--- config.mk ---
export PLATFORM = sky130hd
export DESIGN_NAME = rng_periph
export DESIGN_NICKNAME = d
export VERILOG_FILES = /design/src/rtl/rng_pkg.sv /design/src/rtl/rng_lfsr.sv /design/src/rtl/rng_run_ctrl.sv /design/src/rtl/rng_regs.sv /design/src/rtl/rng_periph.sv
export SDC_FILE = /design/constraint.sdc
export NUM_CORES = 1
export LEC_CHECK = 0
export BUFFER_PORTS_ARGS = -buffer_cell sky130_fd_sc_hd__clkbuf_2
export CORE_UTILIZATION = 30
export CTS_CLUSTER_SIZE = 16
export DETAILED_ROUTE_END_ITERATION = 12
export PLACE_DENSITY = 0.5
export REMOVE_ABC_BUFFERS = 1
export SYNTH_ARGS = -nofsm -noshare
export SYNTH_HDL_FRONTEND = slang
export SYNTH_HIERARCHICAL = 1
export SYNTH_SLANG_ARGS = --single-unit
--- constraint.sdc ---
create_clock -name clk -period 2 [get_ports clk]
set_input_delay 0.3 -clock clk [delete_from_list [all_inputs] [get_ports clk]]
set_output_delay 0.3 -clock clk [all_outputs]
set_load 0.05 [all_outputs]
--- src/rtl/rng_pkg.sv ---
`timescale 1ns/1ps
package rng_pkg;

  localparam int ADDR_W = 12;
  localparam int DATA_W = 32;
  localparam int VAL_W  = 8;
  localparam int LFSR_W = 16;
  localparam logic [LFSR_W-1:0] LFSR_MASK = 16'hB400;

  localparam logic [ADDR_W-1:0] OFS_START  = 12'h000;
  localparam logic [ADDR_W-1:0] OFS_STOP   = 12'h004;
  localparam logic [ADDR_W-1:0] OFS_EVRDY  = 12'h100;
  localparam logic [ADDR_W-1:0] OFS_SHORT  = 12'h200;
  localparam logic [ADDR_W-1:0] OFS_IEN    = 12'h300;
  localparam logic [ADDR_W-1:0] OFS_IENSET = 12'h304;
  localparam logic [ADDR_W-1:0] OFS_IENCLR = 12'h308;
  localparam logic [ADDR_W-1:0] OFS_FILT   = 12'h504;
  localparam logic [ADDR_W-1:0] OFS_VALUE  = 12'h508;

  typedef enum logic [3:0] {
    SEL_NONE,
    SEL_START,
    SEL_STOP,
    SEL_EVRDY,
    SEL_SHORT,
    SEL_IEN,
    SEL_IENSET,
    SEL_IENCLR,
    SEL_FILT,
    SEL_VALUE
  } reg_sel_e;

  function automatic reg_sel_e decode_ofs(input logic [ADDR_W-1:0] ofs);
    reg_sel_e s;
    case (ofs)
      OFS_START:  s = SEL_START;
      OFS_STOP:   s = SEL_STOP;
      OFS_EVRDY:  s = SEL_EVRDY;
      OFS_SHORT:  s = SEL_SHORT;
      OFS_IEN:    s = SEL_IEN;
      OFS_IENSET: s = SEL_IENSET;
      OFS_IENCLR: s = SEL_IENCLR;
      OFS_FILT:   s = SEL_FILT;
      OFS_VALUE:  s = SEL_VALUE;
      default:    s = SEL_NONE;
    endcase
    return s;
  endfunction

endpackage

--- src/rtl/rng_lfsr.sv ---
`timescale 1ns/1ps
module rng_lfsr #(
  parameter int                 W     = 16,
  parameter logic [W-1:0]       MASK  = 16'hB400,
  parameter logic [W-1:0]       SEED  = 16'hACE1,
  parameter int                 OUT_W = 8
) (
  input  logic             clk,
  input  logic             rst_n,
  output logic [OUT_W-1:0] rnd_o
);

  // A zero seed would lock the register; substitute one.
  localparam logic [W-1:0] START_VAL = (SEED == '0) ? W'(1) : SEED;

  logic [W-1:0] state_q;
  logic [W-1:0] state_d;

  always_comb begin
    state_d = {1'b0, state_q[W-1:1]};
    if (state_q[0]) begin
      state_d = state_d ^ MASK;
    end
  end

  always_ff @(posedge clk or negedge rst_n) begin
    if (!rst_n) begin
      state_q <= START_VAL;
    end else begin
      state_q <= state_d;
    end
  end

  generate
    if (OUT_W < W) begin : g_slice
      assign rnd_o = state_q[OUT_W-1:0];
    end else begin : g_full
      assign rnd_o = OUT_W'(state_q);
    end
  endgenerate

endmodule

--- src/rtl/rng_run_ctrl.sv ---
`timescale 1ns/1ps
module rng_run_ctrl #(
  parameter int RAW_CYC  = 2672,
  parameter int FILT_CYC = 10560
) (
  input  logic clk,
  input  logic rst_n,
  input  logic start_i,
  input  logic stop_i,
  input  logic shortcut_i,
  input  logic filter_i,
  output logic active_o,
  output logic expire_o
);

  localparam int MAX_CYC = (FILT_CYC > RAW_CYC) ? FILT_CYC : RAW_CYC;
  localparam int CNT_W   = $clog2(MAX_CYC + 1);
  localparam logic [CNT_W-1:0] RAW_LOAD  = CNT_W'(RAW_CYC - 1);
  localparam logic [CNT_W-1:0] FILT_LOAD = CNT_W'(FILT_CYC - 1);

  logic             active_q, active_d;
  logic [CNT_W-1:0] cnt_q, cnt_d;
  logic [CNT_W-1:0] reload;
  logic             run_en;
  logic             expire;

  assign reload = filter_i ? FILT_LOAD : RAW_LOAD;
  assign run_en = start_i | stop_i | active_q;

  always_comb begin
    active_d = active_q;
    cnt_d    = cnt_q;
    expire   = 1'b0;
    if (stop_i) begin
      active_d = 1'b0;
    end else if (start_i) begin
      active_d = 1'b1;
      cnt_d    = reload;
    end else if (active_q) begin
      if (cnt_q == '0) begin
        expire = 1'b1;
        if (shortcut_i) begin
          active_d = 1'b0;
        end else begin
          cnt_d = reload;
        end
      end else begin
        cnt_d = cnt_q - 1'b1;
      end
    end
  end

  always_ff @(posedge clk or negedge rst_n) begin
    if (!rst_n) begin
      active_q <= 1'b0;
      cnt_q    <= '0;
    end else if (run_en) begin
      active_q <= active_d;
      cnt_q    <= cnt_d;
    end
  end

  assign active_o = active_q;
  assign expire_o = expire;

endmodule

--- src/rtl/rng_regs.sv ---
`timescale 1ns/1ps
module rng_regs
  import rng_pkg::*;
(
  input  logic              clk,
  input  logic              rst_n,
  input  logic              bus_sel,
  input  logic              bus_wr,
  input  logic [ADDR_W-1:0] bus_addr,
  input  logic [DATA_W-1:0] bus_wdata,
  input  logic              expire_i,
  input  logic [VAL_W-1:0]  rnd_i,
  output logic [DATA_W-1:0] bus_rdata,
  output logic              start_req_o,
  output logic              stop_req_o,
  output logic              short_o,
  output logic              filt_o,
  output logic              ien_o,
  output logic              flag_o
);

  reg_sel_e   sel_w;
  logic       wr_hit, rd_hit;
  logic       trig, zero, b0;

  logic             short_q, short_d, short_en;
  logic             filt_q,  filt_d,  filt_en;
  logic             ien_q,   ien_d,   ien_en;
  logic             flag_q,  flag_d,  flag_en;
  logic [VAL_W-1:0] value_q, value_d;
  logic             value_en;

  assign sel_w  = decode_ofs(bus_addr);
  assign wr_hit = bus_sel & bus_wr;
  assign rd_hit = bus_sel & ~bus_wr;
  assign trig   = (bus_wdata == DATA_W'(1));
  assign zero   = (bus_wdata == '0);
  assign b0     = bus_wdata[0];

  assign start_req_o = wr_hit && (sel_w == SEL_START) && trig;
  assign stop_req_o  = wr_hit && (sel_w == SEL_STOP)  && trig;

  always_comb begin
    short_en = wr_hit && (sel_w == SEL_SHORT);
    short_d  = b0;
    filt_en  = wr_hit && (sel_w == SEL_FILT);
    filt_d   = b0;

    ien_en = 1'b0;
    ien_d  = ien_q;
    if (wr_hit) begin
      case (sel_w)
        SEL_IEN: begin
          ien_en = 1'b1;
          ien_d  = b0;
        end
        SEL_IENSET: begin
          ien_en = b0;
          ien_d  = 1'b1;
        end
        SEL_IENCLR: begin
          ien_en = b0;
          ien_d  = 1'b0;
        end
        default: ;
      endcase
    end

    // A new value outranks a clearing write on the same edge.
    flag_en = 1'b0;
    flag_d  = flag_q;
    if (expire_i) begin
      flag_en = 1'b1;
      flag_d  = 1'b1;
    end else if (wr_hit && (sel_w == SEL_EVRDY) && zero) begin
      flag_en = 1'b1;
      flag_d  = 1'b0;
    end

    value_en = expire_i;
    value_d  = rnd_i;
  end

  always_ff @(posedge clk or negedge rst_n) begin
    if (!rst_n) begin
      short_q <= 1'b0;
      filt_q  <= 1'b0;
      ien_q   <= 1'b0;
      flag_q  <= 1'b0;
      value_q <= '0;
    end else begin
      if (short_en) short_q <= short_d;
      if (filt_en)  filt_q  <= filt_d;
      if (ien_en)   ien_q   <= ien_d;
      if (flag_en)  flag_q  <= flag_d;
      if (value_en) value_q <= value_d;
    end
  end

  always_comb begin
    bus_rdata = '0;
    if (rd_hit) begin
      case (sel_w)
        SEL_EVRDY:                      bus_rdata[0] = flag_q;
        SEL_SHORT:                      bus_rdata[0] = short_q;
        SEL_IEN, SEL_IENSET, SEL_IENCLR: bus_rdata[0] = ien_q;
        SEL_FILT:                       bus_rdata[0] = filt_q;
        SEL_VALUE:                      bus_rdata[VAL_W-1:0] = value_q;
        default: ;
      endcase
    end
  end

  assign short_o = short_q;
  assign filt_o  = filt_q;
  assign ien_o   = ien_q;
  assign flag_o  = flag_q;

endmodule

--- src/rtl/rng_periph.sv ---
`timescale 1ns/1ps
module rng_periph
  import rng_pkg::*;
#(
  parameter int                  CLK_PER_US = 16,
  parameter int                  RAW_US     = 167,
  parameter int                  FILT_US    = 660,
  parameter logic [LFSR_W-1:0]   LFSR_SEED  = 16'hACE1
) (
  input  logic              clk,
  input  logic              rst_n,
  input  logic              bus_sel,
  input  logic              bus_wr,
  input  logic [ADDR_W-1:0] bus_addr,
  input  logic [DATA_W-1:0] bus_wdata,
  output logic [DATA_W-1:0] bus_rdata,
  input  logic              hw_start,
  input  logic              hw_stop,
  output logic              ready_pulse,
  output logic              irq
);

  localparam int RAW_CYC  = RAW_US  * CLK_PER_US;
  localparam int FILT_CYC = FILT_US * CLK_PER_US;

  // Reset: asserted asynchronously, released after two clocks.
  logic rst_s1_q, rst_sync_n;

  always_ff @(posedge clk or negedge rst_n) begin
    if (!rst_n) begin
      rst_s1_q   <= 1'b0;
      rst_sync_n <= 1'b0;
    end else begin
      rst_s1_q   <= 1'b1;
      rst_sync_n <= rst_s1_q;
    end
  end

  logic [VAL_W-1:0] rnd_byte;
  logic             start_req, stop_req;
  logic             start_any, stop_any;
  logic             short_q, filt_q, ien_q, flag_q;
  logic             run_active, expire;
  logic             pulse_q;

  rng_lfsr #(
    .W     (LFSR_W),
    .MASK  (LFSR_MASK),
    .SEED  (LFSR_SEED),
    .OUT_W (VAL_W)
  ) u_lfsr (
    .clk   (clk),
    .rst_n (rst_sync_n),
    .rnd_o (rnd_byte)
  );

  rng_regs u_regs (
    .clk         (clk),
    .rst_n       (rst_sync_n),
    .bus_sel     (bus_sel),
    .bus_wr      (bus_wr),
    .bus_addr    (bus_addr),
    .bus_wdata   (bus_wdata),
    .expire_i    (expire),
    .rnd_i       (rnd_byte),
    .bus_rdata   (bus_rdata),
    .start_req_o (start_req),
    .stop_req_o  (stop_req),
    .short_o     (short_q),
    .filt_o      (filt_q),
    .ien_o       (ien_q),
    .flag_o      (flag_q)
  );

  assign start_any = start_req | hw_start;
  assign stop_any  = stop_req  | hw_stop;

  rng_run_ctrl #(
    .RAW_CYC  (RAW_CYC),
    .FILT_CYC (FILT_CYC)
  ) u_run (
    .clk        (clk),
    .rst_n      (rst_sync_n),
    .start_i    (start_any),
    .stop_i     (stop_any),
    .shortcut_i (short_q),
    .filter_i   (filt_q),
    .active_o   (run_active),
    .expire_o   (expire)
  );

  always_ff @(posedge clk or negedge rst_sync_n) begin
    if (!rst_sync_n) begin
      pulse_q <= 1'b0;
    end else begin
      pulse_q <= expire;
    end
  end

  assign ready_pulse = pulse_q;
  assign irq         = ien_q & flag_q;

endmodule

==> results.py, run 1 <==
metrics = {
    "timing": {
        "clock.fmax_ghz": 0.426,
        "setup_viol": 26,
        "finalCriticalPeriod_ns": 2.35,
        "fin_crit_sh": 1.17,
        "finalHoldViolations": 0,
        "grt_setup_unrepaired": "true",
        "timing.hold.ws_ns": 0.173,
        "finalMaxSlewViolations": 0,
        "finClkSkew_ns": 0.00679,
        "setup_slack_ns": -0.348,
    },
    "synth": {
        "synth_top_area_frac": 0.346,
        "synth_top_area_cell": "dfrtp_1",
        "synth_compound_area_frac": 0.157,
        "synth_top_family_by_area": "simple AND/OR/NAND/NOR gates",
        "synth_xor_area_frac": 0.0159,
        "synth_mux_area_frac": 0.0369,
        "ys_ff_latch": 46,
        "synth.area.top_cells": "dfrtp_1, buf_4, dfstp_2",
        "synth_flop_cell": "dfrtp_1",
        "synth_edf_count": 0,
        "ys_types": 65,
        "yosys_warnings": 6,
        "syn_area_sq_um": 2750,
        "synthCells": 270,
        "ys_top_cells_by_count": "dfrtp_1, buf_4, nor2_1",
        "synthArstFlopShare": 1.00,
        "synth_area_per_cell_sq_um": 10.2,
        "yosysMostFrequentCell": "dfrtp_1",
        "yosysSeqAreaShare": 0.422,
        "synthAdderAreaFrac": 0.00455,
        "yosys.area_share.simple": 0.237,
    },
    "clocking": {
        "cts.sinks": 46,
        "htreeDepth": 2,
        "clk_pin_slew_ns": 0.09,
        "cts_buffers": 5,
        "clk_latency_ns": 0.30,
        "cts_tree": "built",
        "clock_path_buffers": 2,
        "cts-root-buf": "clkbuf_8",
    },
    "layout": {
        "antenna_cells": 0,
        "final_cell_area_sq_um": 4380,
        "instances_no_fill": 503,
        "area_growth_pct": 59.4,
        "seq_area_sq_um": 1160,
        "post-route-util": 0.498,
        "multi_input_area_sq_um": 1760,
        "n_fill_cell": 800,
        "nNetsFinal": 445,
        "drive_gt1_frac": 0.587,
    },
    "power_and_ir_drop": {
        "power_frac_seq": 0.429,
        "power_leakage_nw": 1.98,
        "p_clk_frac": 0.287,
        "switching_share": 0.318,
        "combPwrFrac": 0.284,
        "power_switching_w": 0.000778,
        "power_density_nw_per_um2": 558,
        "power.internal_w": 0.00167,
        "ir_drop_uv": 299,
    },
    "global_route": {
        "grt_max_degree": 32,
        "grt_usage": 0.157,
        "grt_first_pass_wirelength_um": 12100,
        "grt_pass1_vias": 2511,
        "antenna_found_initial": 0,
        "grt.overflow.total": 0,
    },
    "place": {
        "dp_cells": 480,
        "dpl-instance-area_sq_um": 3480,
        "port_buffers": 59,
        "dp_hpwl_um": 5070,
        "gp_routability_congestion": 0.780,
    },
    "worst_setup_path": {
        "setup.worst_path.class": "in -> reg",
        "cp_cell_sequence": "clkbuf_2 -> or4_4 -> nor4_4 -> and2_4 -> and4_1 -> or2_1 -> buf_4 -> nor4b_2 -> buf_4 -> nand4_4 -> buf_4 -> nand3_1 -> a22o_1",
        "rrSetupSlack_ns": -0.04,
        "critPathLaunchType": "input pin",
        "slowest_delay_ns": 0.54,
        "cp_common_cell": "buf_4",
        "path_max_fanout": 4,
        "cp_data_arrival_time_ns": 2.54,
        "crit_path_end_kind": "flip-flop",
        "slowest_stage": "or4_4",
        "worstPathRequired_ns": 2.19,
    },
    "detailed_routing": {
        "via_per_inst": 4.83,
        "drtIter0Drc": 86,
        "dr.pass1.iters": 8,
        "ant_nets": 0,
        "wl_per_cell_um": 14.8,
        "wl_um": 7440,
        "vias": 2432,
        "drc": 6,
    },
    "worst_hold_path": {
        "worstHoldPathType": "reg -> async",
    },
    "floorplanning": {
        "initial_utilization": 0.312,
        "fp.dieW_um": 97.7,
        "die-area_sq_um": 9550,
        "core_sq_um": 8810,
        "num_rows": 34,
        "boundaryPins": 84,
        "die_h_um": 97.7,
    },
    "status": {
        "violations": "design-rule violations, negative setup slack",
        "status": "finished with violations",
    },
    "run": {
        "max_cap_violations": 0,
    },
}
==> placed cells by master (no fill, tap or decap), types with 7 or more instances in the layout <==
cell type  netlist  layout
buf_4           32      52
dfstp_2          8       8
buf_6            4      21
clkbuf_8         0       7
dfrtp_1         38      37
clkbuf_16        0       7
conb_1           2      25
clkbuf_2         0      45
and2_4           0       9
nand3_1         11       8
nor2_1          21      15
inv_1            8       8
mux2_4           0       7
nand2_1          9       8
==> routing by layer <==
layer	vias to the layer above	routed length, um	part of all wire	global-route usage
li1	1179	-	-	-
met1	1180	3510	0.47	0.211
met2	63	3580	0.48	0.256
met3	10	252	0.034	0.0317
met4	0	95	0.013	0.0443
met5	-	0	0	0
==> per-stage QoR <==
step / total power (W) / setup TNS, ns / setup slack [ns]
after global routing: 0.00256 / -10.31 / -0.477
after detailed placement: 0.00160 / -17.33 / -0.784
after global placement: 0.00159 / -17.38 / -0.763
after floorplan: 0.00135 / -21.06 / -1.20
after CTS: 0.00239 / -6.52 / -0.305
final: 0.00245 / -7.08 / -0.348
==> worst paths after layout <==
path | endpoint | depth (start not counted) | from
min in group clk | rst_sync_n$_DFF_PN0_ | 0 | rst_s1_q$_DFF_PN0_
min reg2reg | u_run/cnt_q[3]$_DFFE_PN0P_ | 0 | rst_sync_n$_DFF_PN0_
max reg2reg | u_regs/value_q[6]$_DFFE_PN0P_ | 7 | u_run/cnt_q[1]$_DFFE_PN0P_
min | u_run/cnt_q[3]$_DFFE_PN0P_ | 0 | rst_sync_n$_DFF_PN0_
max in group asynchronous | u_lfsr/state_q[5]$_DFF_PN1_ | 1 | rst_sync_n$_DFF_PN0_
max | u_run/cnt_q[12]$_DFFE_PN0P_ | 13 | bus_wdata[3]
==> worst max-delay path, delay by kind of cell <==
family                 cells  cell delay [ns]
AND/OR/NAND/NOR            8             1.51
buffers and inverters      4             0.51
AO/OA/AOI/OAI              1             0.21
==> power groups by stage <==
stage	clock network (W)	registers, W	logic (W)
final	0.000702	0.00105	0.000694
after global routing	0.000757	0.00106	0.000743
after CTS	0.000718	0.00105	0.000625
after detailed placement	0	0.00106	0.000538
after global placement	0	0.00106	0.000535
after floorplan	0	0.00107	0.000285
==> state kept, by name, indices dropped and copies added (netlist names) <==
| name | flops |
|---|---|
| u_regs/ien_o | 1 |
| u_regs/short_o | 1 |
| u_regs/filt_o | 1 |
| u_run/cnt_q | 14 |
| u_regs/flag_o | 1 |
| ready_pulse | 1 |
| u_run/active_o | 1 |
| rst_sync_n | 1 |
| rst_s1_q | 1 |
| u_regs/value_q | 8 |
| u_lfsr/state_q | 16 |
==> cell type report <==
class | count | area share
Tap cell | 108 | 0.0308
Timing Repair Buffer | 134 | 0.268
Clock inverter | 2 | 0.00857
Multi-Input combinational cell | 198 | 0.402
Clock buffer | 6 | 0.0166
Inverter | 9 | 0.00885
Sequential cell | 46 | 0.265
==> logic make-up after synthesis <==
group | Yosys count
compound gates | 55
fa+ha+maj | 1
buf+inv | 49
xor+xnor | 5
mux | 9
simple gates | 103
flops | 46
other cells | 2
==> repair_timing <==
item | CTS | global route
gates cloned | 1 | 0
setup buffers | 12 | 7
endpoints found under the hold margin | 2 | 0
setup endpoints to repair | 33 | 33
gates resized for setup | 88 | 44
pin swaps | 22 | 14
hold buffers | 1 | 0
Note: power is estimated with default switching activity, not from simulation.
==> inputs of run 2 (changes only) <==
--- a/config.mk
+++ b/config.mk
@@ -5,12 +5,14 @@
 export SDC_FILE = /design/constraint.sdc
 export NUM_CORES = 1
 export LEC_CHECK = 0
-export BUFFER_PORTS_ARGS = -buffer_cell sky130_fd_sc_hd__clkbuf_2
 export CORE_UTILIZATION = 30
+export CTS_BUF_LIST = sky130_fd_sc_hd__clkbuf_2 sky130_fd_sc_hd__clkbuf_4 sky130_fd_sc_hd__clkbuf_8
 export CTS_CLUSTER_SIZE = 16
 export DETAILED_ROUTE_END_ITERATION = 12
-export PLACE_DENSITY = 0.5
+export DONT_BUFFER_PORTS = 1
+export PLACE_DENSITY = 0.43
 export REMOVE_ABC_BUFFERS = 1
+export SKIP_LAST_GASP = 1
 export SYNTH_ARGS = -nofsm -noshare
 export SYNTH_HDL_FRONTEND = slang
 export SYNTH_HIERARCHICAL = 1
==> results.py, run 2 (same netlist as run 1, synthesis figures left out) <==
metrics = {
    "layout": {
        "mostFrequentLayoutCells": "buf_4, dfrtp_1, conb_1",
        "reg.largest.list": "u_lfsr/state_q (16), u_run/cnt_q (14), u_regs/value_q (8)",
        "layout_commonest_cell": "buf_4",
        "largest_register_ffs": 16,
        "area_growth_pct": 32.1,
        "nNetsFinal": 368,
        "final_cell_area_sq_um": 3630,
        "antenna_cells": 0,
        "n_fill_cell": 857,
        "regMostFlops": "u_lfsr/state_q",
        "drive_gt1_frac": 0.415,
        "post-route-util": 0.412,
    },
    "place": {
        "dp_hpwl_um": 4560,
        "gp_routability_congestion": 0.827,
        "port_buffers": 0,
        "dpl-instance-area_sq_um": 3170,
    },
    "global_route": {
        "antenna_found_initial": 0,
        "grt_usage": 0.135,
        "grt_pass1_vias": 2138,
        "grt.overflow.total": 0,
        "grt_first_pass_wirelength_um": 10400,
        "grt_max_degree": 45,
    },
    "power_and_ir_drop": {
        "power_frac_seq": 0.480,
        "power_density_nw_per_um2": 600,
        "switching_share": 0.335,
        "power_switching_w": 0.000730,
        "total_power_w": 0.00218,
        "combPwrFrac": 0.237,
        "ir_drop_uv": 252,
        "p_clk_frac": 0.283,
        "power_leakage_nw": 1.57,
        "power.internal_w": 0.00145,
    },
    "clocking": {
        "clock_path_buffers": 2,
        "htreeDepth": 2,
        "clk_latency_ns": 0.31,
        "cts-root-buf": "clkbuf_8",
        "cts_tree": "built",
        "cts_buffers": 5,
        "cts.sinks": 46,
        "clk_pin_slew_ns": 0.09,
    },
    "timing": {
        "grt_setup_unrepaired": "true",
        "finalHoldViolations": 0,
        "setup_tns_ns": -1.50,
        "worstMarginPinSlew_ns": 0.557,
        "relSlewSlack": 0.629,
        "setup_slack_ns": -0.135,
        "finalCriticalPeriod_ns": 2.13,
        "setup_viol": 22,
        "clock.fmax_ghz": 0.468,
        "finalMaxSlewViolations": 0,
        "finClkSkew_ns": 0.0117,
        "fin_crit_sh": 1.07,
    },
    "worst_setup_path": {
        "critPathLaunchType": "input pin",
        "cp_data_arrival_time_ns": 2.32,
        "crit_path_end_kind": "flip-flop",
        "worstPathRequired_ns": 2.19,
        "setup.worst_path.class": "in -> reg",
        "path_max_fanout": 6,
    },
    "floorplanning": {
        "fp.dieW_um": 97.7,
        "die-area_sq_um": 9550,
        "core_sq_um": 8810,
        "num_rows": 34,
        "die_h_um": 97.7,
        "initial_utilization": 0.312,
        "boundaryPins": 84,
    },
    "detailed_routing": {
        "wl_um": 6540,
        "ant_nets": 0,
        "dr.pass1.iters": 8,
        "via_per_inst": 5.14,
        "drc": 12,
        "wl_per_cell_um": 15.4,
        "vias": 2191,
        "drtIter0Drc": 156,
    },
    "status": {
        "status": "finished with violations",
        "violations": "design-rule violations, negative setup slack",
    },
    "worst_hold_path": {
        "worstHoldPathType": "in -> reg",
    },
    "run": {
        "max_cap_violations": 0,
    },
}
[run 2: power by group through the flow]
stage	sequential [W]	combinational, W	clock, W
after floorplan	0.00107	0.000285	0
after global placement	0.00106	0.000444	0
after detailed placement	0.00106	0.000444	0
final	0.00105	0.000517	0.000617
after global routing	0.00106	0.000560	0.000691
after CTS	0.00105	0.000485	0.000655
[run 2: per-stage QoR]
step                worst slack, ns  hold slack, ns  cells
detailed placement           -0.593         0.00446    415
finish                       -0.135           0.148    426
global route                 -0.173           0.121    426
global placement             -0.583         0.00446    415
floorplan                     -1.20         0.00441    253
CTS                         -0.0506           0.133    425
[run 2: worst paths after layout]
kind | slack [ns] | endpoint | cells past startpoint | start
worst max-delay path | -0.13 | u_run/cnt_q[12]$_DFFE_PN0P_ | 11 | bus_wdata[3]
worst min-delay path | 0.15 | u_regs/short_o$_DFFE_PN0P_ | 1 | bus_wdata[0]
min in group asynchronous | 0.22 | rst_s1_q$_DFF_PN0_ | 1 | rst_n
max in group asynchronous | 1.28 | u_lfsr/state_q[10]$_DFF_PN1_ | 1 | rst_sync_n$_DFF_PN0_
worst max register to register | 0.02 | u_regs/value_q[2]$_DFFE_PN0P_ | 7 | u_run/cnt_q[1]$_DFFE_PN0P_
worst min register to register | 0.34 | u_lfsr/state_q[8]$_DFF_PN0_ | 1 | rst_sync_n$_DFF_PN0_
[run 2: what timing repair did]
| action | in CTS | in global routing |
|---|---|---|
| pin swaps | 17 | 16 |
| resized for setup | 39 | 20 |
| endpoints found under the setup margin | 25 | 25 |
| hold buffers | 1 | 0 |
| endpoints found under the hold margin | 2 | 0 |
| setup buffers | 2 | 2 |
[run 2: metal layers]
metal | global-route usage | vias up | part of all wire
met2 | 0.214 | 54 | 0.48
met4 | 0.0513 | 0 | 0.0095
met1 | 0.183 | 1103 | 0.47
met3 | 0.0259 | 8 | 0.035
met5 | 0 | - | 0
li1 | - | 1026 | -
[run 2: area by class of cell]
type	instances	area (sq um)	area share
Multi-Input combinational cell	198	1640	0.453
Tap cell	108	135	0.0372
Sequential cell	46	1160	0.320
Clock buffer	5	68.8	0.0189
Timing Repair Buffer	57	557	0.153
Inverter	9	38.8	0.0107
Clock inverter	3	26.3	0.00723
[run 2: worst max-delay path, stage by stage]
cell and delay (ns):
or4_4 0.53, nor4_4 0.30, and2_4 0.18, and4_1 0.16, or2_4 0.15, nor2_1 0.04
nor2_1 0.09, buf_4 0.15, buf_6 0.13, nand3_2 0.07, a22o_1 0.21
